[src/rtl/fsh_pkg.sv]
package fsh_pkg;

  // Low two bits of the operation code.
  typedef enum logic [1:0] {
    KIND_LOG  = 2'b00,
    KIND_ARI  = 2'b01,
    KIND_ROT  = 2'b10,
    KIND_NONE = 2'b11
  } fsh_kind_e;

  // Bit 2 of the operation code.
  localparam logic DIR_RIGHT = 1'b0;
  localparam logic DIR_LEFT  = 1'b1;

endpackage

[src/rtl/fsh_zbuild.sv]
module fsh_zbuild
  import fsh_pkg::*;
#(
  parameter int N  = 8,
  parameter int KW = $clog2(N),
  parameter int ZW = 2 * N - 1
) (
  input  logic [N-1:0]  a,
  input  logic [KW-1:0] k,
  input  logic [2:0]    op,
  output logic [ZW-1:0] z,
  output logic [KW-1:0] off
);

  fsh_kind_e kind;
  logic      dir;

  assign kind = fsh_kind_e'(op[1:0]);
  assign dir  = op[2];

  always_comb begin
    // The none code lays a in the low half with offset zero, so it passes through.
    z   = {{(N-1){1'b0}}, a};
    off = '0;
    if (kind != KIND_NONE) begin
      if (dir == DIR_RIGHT) begin
        off = k;
        unique case (kind)
          KIND_ARI: z = {{(N-1){a[N-1]}}, a};
          KIND_ROT: z = {a[N-2:0], a};
          default:  z = {{(N-1){1'b0}}, a};
        endcase
      end else begin
        // The inverse of k equals N-1-k, which places the window for a left move.
        off = ~k;
        if (kind == KIND_ROT) z = {a, a[N-1:1]};
        else                  z = {a, {(N-1){1'b0}}};
      end
    end
  end

endmodule

[src/rtl/fsh_window.sv]
module fsh_window #(
  parameter int N   = 8,
  parameter int KW  = $clog2(N),
  parameter int ZW  = 2 * N - 1
) (
  input  logic [ZW-1:0] z,
  input  logic [KW-1:0] off,
  output logic [N-1:0]  y
);

  // Ranks run from the largest step down, and each rank drops the bits it can no longer reach.
  for (genvar j = 0; j < KW; j++) begin : g_stage
    localparam int STEP = 1 << j;
    localparam int WOUT = N + STEP - 1;
    localparam int WIN  = N + 2 * STEP - 1;
    logic [WIN-1:0]  win;
    logic [WOUT-1:0] wout;
    if (j == KW - 1) begin : g_first
      assign win = z;
    end else begin : g_next
      assign win = g_stage[j+1].wout;
    end
    assign wout = off[j] ? win[WIN-1:STEP] : win[WOUT-1:0];
  end

  assign y = g_stage[0].wout;

endmodule

[src/rtl/fsh_funnel.sv]
module fsh_funnel #(
  parameter int N  = 8,
  parameter int KW = $clog2(N)
) (
  input  logic [N-1:0]  a,
  input  logic [KW-1:0] k,
  input  logic [2:0]    op,
  output logic [N-1:0]  y
);

  localparam int ZW = 2 * N - 1;

  logic [ZW-1:0] z;
  logic [KW-1:0] off;

  fsh_zbuild #(.N(N), .KW(KW), .ZW(ZW)) u_zbuild (
    .a   (a),
    .k   (k),
    .op  (op),
    .z   (z),
    .off (off)
  );

  fsh_window #(.N(N), .KW(KW), .ZW(ZW)) u_window (
    .z   (z),
    .off (off),
    .y   (y)
  );

endmodule

[config.mk]
export PLATFORM = sky130hd
export DESIGN_NAME = fsh_funnel
export DESIGN_NICKNAME = d
export VERILOG_FILES = /design/src/rtl/fsh_pkg.sv /design/src/rtl/fsh_zbuild.sv /design/src/rtl/fsh_window.sv /design/src/rtl/fsh_funnel.sv
export SDC_FILE = /design/constraint.sdc
export NUM_CORES = 1
export LEC_CHECK = 0
export BUFFER_PORTS_ARGS = -buffer_cell sky130_fd_sc_hd__buf_4
export CORE_MARGIN = 8
export CORE_UTILIZATION = 57
export DETAILED_ROUTE_END_ITERATION = 7
export PLACE_DENSITY_LB_ADDON = 0.25
export SLEW_MARGIN = 20
export SYNTH_ARGS = -nofsm -noshare
export SYNTH_HDL_FRONTEND = slang
export SYNTH_SLANG_ARGS = --single-unit
export TNS_END_PERCENT = 100
[constraint.sdc]
create_clock -name vclk -period 4.99
set_input_delay 0.998 -clock vclk [all_inputs]
set_output_delay 0.998 -clock vclk [all_outputs]
set_load 0.1 [all_outputs]
# Word-level counts from Yosys, hierarchy flattened

Cells that the tools add are included.

Bits in registers: 0
Output and inout bits: 8
Logic and storage cells: 13
Bits of input ports: 14

Muxes and demuxes: 9
Bitwise operators: 1
Equality and inequality tests: 3

Operators by type and width:

| cell                 | count |
|---|---|
| $mux W15             | 2 |
| $pmux W15 S2         | 1 |
| $mux W11             | 1 |
| $mux W9              | 1 |
| $mux W8              | 1 |
| $mux W7              | 1 |
| $mux W3              | 2 |
| $not A3 Y3           | 1 |
| $eq A2 B1 Y1 const B | 1 |
| $eq A2 B2 Y1 const B | 1 |
| $ne A2 B2 Y1 const B | 1 |

# Depth between registers and ports, before layout

Gate-level depths: netlist of run 1.

Word-level depth: 7
Gate-level depth with buffers: 8
Depth with buffers taken out: 7

# Modules after synthesis

Synthesis of run 1 repeated with hierarchy kept, for this count alone.

Cells, all modules: 100
Area total of the unflattened synthesis: 852.1 µm²

Modules (own cells, without submodules):

| module     | seq. area each (µm²) | instances | area each (µm²) | cells an instance |
|---|---|---|---|---|
| fsh_zbuild | 0.0                  | 1         | 445.4           | 54 |
| fsh_window | 0.0                  | 1         | 406.6           | 46 |

# Worst setup path before layout of run 1

OpenSTA, ideal clock, no wires.

Path type: input to output
Start: in op[0]
End: out y[5]
Path buffers: 1
Arrival time: 3.650 ns
Stages: 7
Path slack: 0.342 ns
Required time: 3.992 ns
Cells stage by stage: ha_1 -> buf_2 -> nor3_2 -> o21ai_1 -> a31oi_1 -> mux2i_1 -> mux2i_1

Longest elaborated chain between the ends: 7
Elaborated cells on any way between the ends: 11
Those cells by class: 3 x eq/ne; 8 x mux

RTL lines:

| what                                                | line                               | RTL |
|---|---|---|
| start: declaration                                  | fsh_funnel.sv:7                    | `input logic [2:0] op,` |
| $eq A2 B2 Y1 / $eq A2 B1 Y1 (equally long branches) | fsh_zbuild.sv:28, fsh_zbuild.sv:36 |  |
| $pmux W15 S2 / $mux W7 (equally long branches)      | fsh_zbuild.sv:28, fsh_zbuild.sv:36 |  |
| $mux W15                                            | fsh_zbuild.sv:26                   | `if (dir == DIR_RIGHT) begin` |
| $mux W15                                            | fsh_zbuild.sv:25                   | `if (kind != KIND_NONE) begin` |
| $mux W11                                            | fsh_window.sv:23                   | `assign wout = off[j] ? win[WIN-1:STEP] : win[WOUT-1:0];` |
| $mux W9                                             | fsh_window.sv:23                   |  |
| $mux W8 (*)                                         | fsh_window.sv:23                   |  |
| end: declaration                                    | fsh_funnel.sv:8                    | `output logic [N-1:0] y` |

Every way passes the cells marked *; elsewhere a longest branch is shown, timed or not.

# Final worst setup path of run 1

Start: in op[0]
End: out y[3]

Same word-level chain as after synthesis.

==> out/qor.log, run 1 <==
[critical_path] highest cell delay on the worst timing path 0.53 ns
[global_route] initial antenna violation count 0
[cells_and_area] number of flip-flops and latches 0
[floorplan] area of the die 2876 µm²
[yosys] Synth top area share 22.33%
[pwr] peak supply drop 114.4 µV
[clock_tree] cells resized by post-CTS repair 0
[sta] Relative slew margins 60.88%
[critical_path] delay-heaviest family, CP simple AND/OR/NAND/NOR gates
[cells_and_area] number of clock-tree buffers in the layout 0
[yosys] count of synthesis-stage warnings from yosys 0
[route] number of vias in the routed layout 912
[sta] time the final worst path needs with I/O delays and setup 4.094 ns
[critical_path] CP Max Fanout 13
[floorplan] die width 53.63 µm
[global_route] GRT Util Overall 15.75%
[critical_path] number of buffers and inverters on the critical path 2
[pwr] static leakage 0.0004228 µW
[route] WL per Instance 17.04 µm
[cells_and_area] commonest cells after routing, fill and taps aside sky130_fd_sc_hd__buf_4 (22), sky130_fd_sc_hd__mux2i_1 (18), sky130_fd_sc_hd__and2_1 (9), sky130_fd_sc_hd__nand2_1 (9), sky130_fd_sc_hd__a211oi_1 (7)
[run_status] status completed
[global_route] gr ovfl total 0
[clock_tree] number of buffers added for setup after CTS 0
[run] number of max-cap violations 0
[critical_path] Startpoint Class primary input
[route] number of iterations in the first detailed-routing pass 4
[route] post-route ant nets 0
[cells_and_area] most common cell after layout, fill and taps aside sky130_fd_sc_hd__buf_4
[yosys] cell area after technology mapping 807.0 µm²
[route] number of vias per cell after detailed routing 6.756
[cells_and_area] total number of nets in the final design 139
[critical_path] Worst path slowest cell sky130_fd_sc_hd__and2b_1
[cells_and_area] Post-Layout Cell Count 135
[cells_and_area] ant diodes 0
[sta] Final Max Tran Viols 0
[yosys] syn_area_per_cell 7.472 µm²
[route] initial detailed-routing violation count 32
[route] DRC violations left 0
[sta] final hold violation count 0
[sta] aggregate negative setup slack 0 ns
[critical_path] kind of critical path in -> out
[floorplan] Die Span Y 53.63 µm
[sta] achievable clock frequency 0.2443 GHz
[critical_path] library cell appearing most often on the critical path sky130_fd_sc_hd__buf_4
[route] WL final 2301 µm
[sta] post-route fraction of the period consumed by the critical path 82.04%
[place] routability cong. 0.8773
[sta] Tightest Pin Transition 0.5853 ns
[global_route] via count of the first global-routing pass 849
[cells_and_area] Storage cell area 0 µm²
[critical_path] arrival time reported for the critical path endpoint 3.10 ns
[yosys] library cell with the largest summed area after synthesis sky130_fd_sc_hd__mux2i_1
[global_route] global-route wire length before repair 3677 µm
[pwr] pwr/cell area 254.0 nW/µm²
[yosys] portion of the post-synthesis area used by sequential elements 0%
[floorplan] core outline area 1318 µm²
[sta] RSZ-0062 raised after global routing false
[global_route] largest net degree at the start of global routing 21
[place] DPL Wire Length 1850 µm
[cells_and_area] ratio of cells with drive above 1 in the final layout 23.33%
[floorplan] Initial Utilization 61.25%
[yosys] number of distinct library cells after synthesis 40
[critical_path] required time at the worst-slack endpoint 3.99 ns
[place] number of port buffers 22
[min_path] Hold Path Class in -> out
[yosys] most area-consuming cells after synthesis sky130_fd_sc_hd__mux2i_1 (22%), sky130_fd_sc_hd__and2_1 (7.0%), sky130_fd_sc_hd__a211oi_1 (6.5%), sky130_fd_sc_hd__ha_1 (4.7%), sky130_fd_sc_hd__nand2_1 (4.2%)
[critical_path] endpoint class of the critical path output port
[yosys] synthesized instance count 108
[cells_and_area] area added between synthesis and finish 16.12%
[cells_and_area] number of fill cells 127
[floorplan] site row count 13
[place] number of cells after detailed placement 135
[yosys] net count after synthesis 125
[clock_tree] cts hold-fix bufs 0
[critical_path] Critical Path, Cell by Cell buf_4 > ha_1 > and2b_1 > mux2i_1 > mux2i_4 > a211oi_1 > a21oi_1 > buf_4
[floorplan] I/O Pins 22
[sta] setup violators final 0
synth_stat cells (all sizes together), types with 3 or more instances:
master	number
a21oi	4
nor2b	3
mux2i	21
nand2	9
a22o	3
clkbuf	4
nand2b	3
ha	3
a22oi	3
buf	6
inv	3
and2	9
a211oi	7
a31oi	3
o21ai	4
path summary, 6_finish.rpt:
path,from,endpoint,cells past startpoint
max,op[0],y[3],8
min,k[0],y[2],5
worst min-delay path: cells and delay by family:
kind / cells / cell delay [ns]
and+or+nand+nor: 1 / 0.21
xor gates and xnor gates: 1 / 0.07
buffers and inverters: 2 / 0.31
muxes: 1 / 0.14
layer usage:
metal | up-vias | wire (µm) | global-route usage (%)
met5 | - | 0 | 0
met4 | 0 | 11 | 2.101
met3 | 4 | 170 | 1.102
met2 | 45 | 1143 | 29.88
met1 | 433 | 975 | 19.11
li1 | 430 | - | -
report_power, final:
group	internal, µW	leakage, µW	switching [µW]
logic	65.0	0.000423	173
clock network	0	0	0
registers	0	0	0
kinds of logic (layout without fill, tap and decap cells):
family                   after synthesis  count (layout)  synth area share, %
AO/OA/AOI/OAI                         36              36                32.56
XOR/XNOR                               3               3                3.256
AND/OR/NAND/NOR                       32              32                22.95
multiplexers                          21              21                28.53
buffers and inverters                 13              25                8.062
adder cells (fa/ha/maj)                3               3                4.652
per-stage QoR:
stage / power, µW / worst slack, ns / instance area (µm²) / utilization, % / hold slack, ns
after floorplan: 190.3 / 0.3422 / 807.0 / - / 2.696
after global placement: 234.7 / 0.9992 / 937.1 / 71.13 / 2.711
after detailed placement: 237.3 / 0.9329 / 937.1 / 71.13 / 2.718
after CTS: 237.6 / 0.9247 / 937.1 / 71.13 / 2.721
after global routing: 249.6 / 0.7669 / 937.1 / 71.13 / 2.758
final: 238.1 / 0.8960 / 937.1 / 71.13 / 2.726
final cells by class:
type / count / area [µm²] / area share [%]
Tap cell: 15 / 18.77 / 2.003
Inverter: 3 / 11.26 / 1.202
Timing Repair Buffer: 22 / 165.2 / 17.62
Multi-Input combinational cell: 95 / 742.0 / 79.17
No activity file was read; power rests on OpenSTA's default activity.
==> run 2, diff against run 1 <==
Settings changed: CORE_UTILIZATION 57 to 51.
Clock period 4.99 ns to 3.4 ns, I/O delays scaled along.
==> out/qor.log, run 2 (synthesis gave the netlist of run 1 again) <==
[run_status] status completed
[global_route] via count of the first global-routing pass 919
[route] number of vias in the routed layout 915
[route] initial detailed-routing violation count 20
[floorplan] site row count 14
[critical_path] kind of critical path in -> out
[sta] achievable clock frequency 0.3063 GHz
[route] WL per Instance 16.77 µm
[cells_and_area] number of clock-tree buffers in the layout 0
[cells_and_area] commonest cells after routing, fill and taps aside sky130_fd_sc_hd__buf_4 (31), sky130_fd_sc_hd__mux2i_1 (14), sky130_fd_sc_hd__and2_1 (9), sky130_fd_sc_hd__nand2_1 (9), sky130_fd_sc_hd__a211oi_1 (7)
[cells_and_area] ratio of cells with drive above 1 in the final layout 36.43%
[global_route] initial antenna violation count 0
[run] number of max-cap violations 0
[critical_path] arrival time reported for the critical path endpoint 2.58 ns
[place] number of port buffers 22
[route] DRC violations left 0
[sta] Relative slew margins 71.71%
[sta] final hold violation count 0
[sta] setup violators final 0
[floorplan] core outline area 1489 µm²
[cells_and_area] Storage cell area 0 µm²
[global_route] gr ovfl total 0
[pwr] peak supply drop 395.4 µV
[pwr] overall power after layout 382.6 µW
[min_path] worst hold path endpoint y[0]
[critical_path] required time at the worst-slack endpoint 2.72 ns
[pwr] static leakage 0.0004632 µW
[min_path] Hold Crit Start a[4]
[floorplan] I/O Pins 22
[sta] time the final worst path needs with I/O delays and setup 3.264 ns
[critical_path] Startpoint Class primary input
[global_route] largest net degree at the start of global routing 21
[sta] fin worst setup slack 0.1355 ns
[min_path] Hold Path Class in -> out
[cells_and_area] number of flip-flops and latches 0
[pwr] pwr/cell area 362.7 nW/µm²
[critical_path] CP Max Fanout 4
[cells_and_area] ant diodes 0
[clock_tree] cts hold-fix bufs 0
[sta] RSZ-0062 raised after global routing false
[route] number of vias per cell after detailed routing 6.310
[cells_and_area] area added between synthesis and finish 30.70%
[place] Worst Setup Slack post-DPL 0.02641 ns
[place] routability cong. 0.8752
[floorplan] Die Span Y 55.78 µm
[route] WL final 2432 µm
[min_path] worst hold path stage count 6
[route] post-route ant nets 0
[critical_path] endpoint class of the critical path output port
[global_route] GRT Util Overall 14.93%
[cells_and_area] most common cell after layout, fill and taps aside sky130_fd_sc_hd__buf_4
[sta] Tightest Pin Transition 0.4243 ns
[route] number of iterations in the first detailed-routing pass 4
[sta] Final Max Tran Viols 0
[global_route] global-route wire length before repair 4146 µm
[sta] post-route fraction of the period consumed by the critical path 96.01%
[floorplan] die width 55.78 µm
[cells_and_area] fraction of the core area covered by cells at the end of the flow 70.84%
[floorplan] Initial Utilization 54.20%
[place] DPL Wire Length 1990 µm
[cells_and_area] total number of nets in the final design 148
[floorplan] area of the die 3111 µm²
[run 2: cell count changes in the layout (fill, tap and decap cells not counted), moves of 3 or more]
cell / delta
sky130_fd_sc_hd__mux2i_2: +3
sky130_fd_sc_hd__a21oi_1: -3
sky130_fd_sc_hd__mux2i_1: -4
sky130_fd_sc_hd__a21oi_2: +3
sky130_fd_sc_hd__buf_4: +9
[run 2: per-layer routing]
layer	GRT usage (%)	share of wire [%]	vias to the layer above
met5	0	0	-
met4	1.761	1.2	0
met3	1.142	3.2	2
met2	27.56	51	20
met1	18.44	44	442
li1	-	-	451
[run 2: critical path, stage by stage]
cell and delay, ns:
sky130_fd_sc_hd__buf_4 0.12, sky130_fd_sc_hd__ha_1 0.22, sky130_fd_sc_hd__buf_4 0.15, sky130_fd_sc_hd__nor3_2 0.31, sky130_fd_sc_hd__o21ai_1 0.17, sky130_fd_sc_hd__a31oi_2 0.28
sky130_fd_sc_hd__mux2i_1 0.17, sky130_fd_sc_hd__mux2i_2 0.17, sky130_fd_sc_hd__buf_4 0.31
[run 2: cell type report]
class	count	area, µm²
repair buffers	31	232.7
fillers	136	434.2
multi-input cells	95	790.8
well taps	16	20.02
inverters	3	11.26
[run 2: worst max-delay path by stage]
stage / startpoint / end / slack, ns / depth (start not counted)
6_report: op[0] / y[5] / 0.14 / 9
5_1_grt: op[0] / y[5] / 0.02 / 9
4_1_cts: op[0] / y[1] / 0.03 / 8
3_5_place_dp: op[0] / y[1] / 0.03 / 8
3_3_place_gp: op[0] / y[6] / 0.10 / 8
2_1_floorplan: op[0] / y[5] / -0.12 / 7
[run 2: report_power, final]
group | switching [µW] | internal, µW
clock | 0 | 0
combinational | 267 | 116
sequential | 0 | 0
total | 267 | 116
[run 2: timing repair]
item / 4_1_cts / 5_1_grt
resized for setup: 0 / 3
endpoints found under the setup margin: 0 / 8
setup buffers: 0 / 0
[run 2: per-stage QoR]
stage / setup TNS, ns / instance area [µm²] / hold slack [ns] / cells
after floorplan: -0.1748 / 848.3 / 1.952 / 108
after global placement: 0 / 1047 / 2.100 / 145
after detailed placement: 0 / 1047 / 2.119 / 145
after CTS: 0 / 1047 / 2.118 / 145
after global routing: 0 / 1055 / 2.161 / 145
final: 0 / 1055 / 2.115 / 145
==> run 3, diff against run 2 <==
Settings changed: ABC_AREA set to 1, CAP_MARGIN set to 20, CORE_UTILIZATION 51 to 50.
==> out/qor.log, run 3 <==
[pwr] peak supply drop 329.7 µV
[sta] Relative slew margins 71.67%
[yosys] portion of the post-synthesis area used by sequential elements 0%
[cells_and_area] Post-Layout Cell Count 195
[pwr] static leakage 0.0005792 µW
[yosys] syn_area_per_cell 4.472 µm²
[floorplan] area of the die 2923 µm²
[yosys] net count after synthesis 179
[place] number of port buffers 22
[place] routability cong. 0.9616
[global_route] largest net degree at the start of global routing 15
[yosys] count leader, synth sky130_fd_sc_hd__nand2_1
[cells_and_area] ratio of cells with drive above 1 in the final layout 16.11%
[sta] fin worst setup slack 0.3412 ns
[yosys] count of synthesis-stage warnings from yosys 0
[yosys] cell area after technology mapping 724.4 µm²
[yosys] Synth top area share 48.70%
[pwr] overall power after layout 298.6 µW
[cells_and_area] number of fill cells 152
[global_route] gr ovfl total 0
[yosys] Post-synth top cells sky130_fd_sc_hd__nand2_1 (94), sky130_fd_sc_hd__nand3_1 (34), sky130_fd_sc_hd__inv_1 (13), sky130_fd_sc_hd__nor2_1 (5), sky130_fd_sc_hd__ha_1 (3)
[route] initial detailed-routing violation count 65
[floorplan] Die Span Y 54.07 µm
[global_route] initial antenna violation count 0
[cells_and_area] area occupied by multi-input gates 635.6 µm²
[cells_and_area] Storage cell area 0 µm²
[cells_and_area] number of flip-flops and latches 0
[clock_tree] cells resized by post-CTS repair 0
[run] number of max-cap violations 0
[place] DPL Wire Length 1705 µm
[critical_path] kind of critical path in -> out
[floorplan] die width 54.07 µm
[sta] RSZ-0062 raised after global routing false
[critical_path] Startpoint Class primary input
[sta] Final Max Tran Viols 0
[sta] setup violators final 0
[route] post-route ant nets 0
[route] WL per Instance 10.61 µm
[critical_path] required time at the worst-slack endpoint 2.72 ns
[global_route] via count of the first global-routing pass 868
[route] number of iterations in the first detailed-routing pass 6
[sta] time the final worst path needs with I/O delays and setup 3.059 ns
[yosys] number of distinct library cells after synthesis 15
[cells_and_area] fraction of the core area covered by cells at the end of the flow 65.95%
[route] number of vias in the routed layout 1050
[cells_and_area] total number of nets in the final design 199
[sta] achievable clock frequency 0.3269 GHz
[clock_tree] cts hold-fix bufs 0
[yosys] synthesized instance count 162
[floorplan] I/O Pins 22
[route] DRC violations left 0
[route] WL final 2069 µm
[floorplan] site row count 13
[floorplan] Initial Utilization 54.32%
[sta] aggregate negative setup slack 0 ns
[sta] Tightest Pin Transition 0.4245 ns
[place] number of cells after detailed placement 195
[route] number of vias per cell after detailed routing 5.385
[global_route] global-route wire length before repair 3498 µm
[yosys] most area-consuming cells after synthesis sky130_fd_sc_hd__nand2_1 (49%), sky130_fd_sc_hd__nand3_1 (23%), sky130_fd_sc_hd__inv_1 (6.7%), sky130_fd_sc_hd__ha_1 (5.2%), sky130_fd_sc_hd__nor2_1 (2.6%)
[sta] post-route fraction of the period consumed by the critical path 89.96%
[cells_and_area] area added between synthesis and finish 21.42%
[cells_and_area] commonest cells after routing, fill and taps aside sky130_fd_sc_hd__nand2_1 (94), sky130_fd_sc_hd__nand3_1 (34), sky130_fd_sc_hd__buf_4 (23)
[run_status] status completed
[cells_and_area] number of clock-tree buffers in the layout 0
[critical_path] CP Max Fanout 11
[cells_and_area] most common cell after layout, fill and taps aside sky130_fd_sc_hd__nand2_1
[clock_tree] number of buffers added for setup after CTS 0
[global_route] GRT Util Overall 14.34%
[critical_path] endpoint class of the critical path output port
[critical_path] arrival time reported for the critical path endpoint 2.38 ns
[cells_and_area] ant diodes 0
[min_path] Hold Path Class in -> out
[floorplan] core outline area 1334 µm²
[place] Worst Setup Slack post-DPL 0.3659 ns
[yosys] library cell with the largest summed area after synthesis sky130_fd_sc_hd__nand2_1
[pwr] pwr/cell area 339.5 nW/µm²
[sta] final hold violation count 0
## run 3: layer usage
metal | wire [µm] | global-route usage, %
met1 | 939 | 20.15
met2 | 951 | 24.32
met3 | 157 | 0.5510
met4 | 21 | 1.230
met5 | 0 | 0
## run 3: final cells by class
type | instances | share of cell area (%)
Multi-Input combinational cell | 143 | 72.26
Timing Repair Buffer | 23 | 19.63
Inverter | 14 | 5.974
Tap cell | 15 | 2.134
## run 3: worst paths after layout
kind / slack, ns / from / end / cells after the start
min: 2.01 / k[0] / y[4] / 6
max: 0.34 / op[0] / y[3] / 10
## run 3: logic make-up after synthesis
group / Yosys count / synth area share [%]
and+or+nand+nor: 139 / 81.87
AOI/OAI and AO/OA: 1 / 0.6902
adders and majority gates: 3 / 5.182
buffers and inverters: 19 / 12.26
## run 3: power breakdown
part,internal [µW],switching [µW]
registers,0,0
clock network,0,0
logic,72.2,226
## run 3: worst max-delay path: stages
cell and delay [ns]:
sky130_fd_sc_hd__buf_4 0.12, sky130_fd_sc_hd__ha_1 0.26, sky130_fd_sc_hd__inv_1 0.19, sky130_fd_sc_hd__nand3_1 0.33, sky130_fd_sc_hd__nand2_1 0.21, sky130_fd_sc_hd__nand3_1 0.10
sky130_fd_sc_hd__nand2_1 0.10, sky130_fd_sc_hd__nand2_1 0.05, sky130_fd_sc_hd__nand2_1 0.06, sky130_fd_sc_hd__buf_4 0.28
## run 3: stage by stage
stage          hold WS, ns  cell area (µm²)
2_1_floorplan        2.117            724.4
3_3_place_gp         2.009            879.6
3_5_place_dp         2.004            879.6
4_1_cts              2.008            879.6
5_1_grt              2.063            879.6
6_report             2.006            879.6
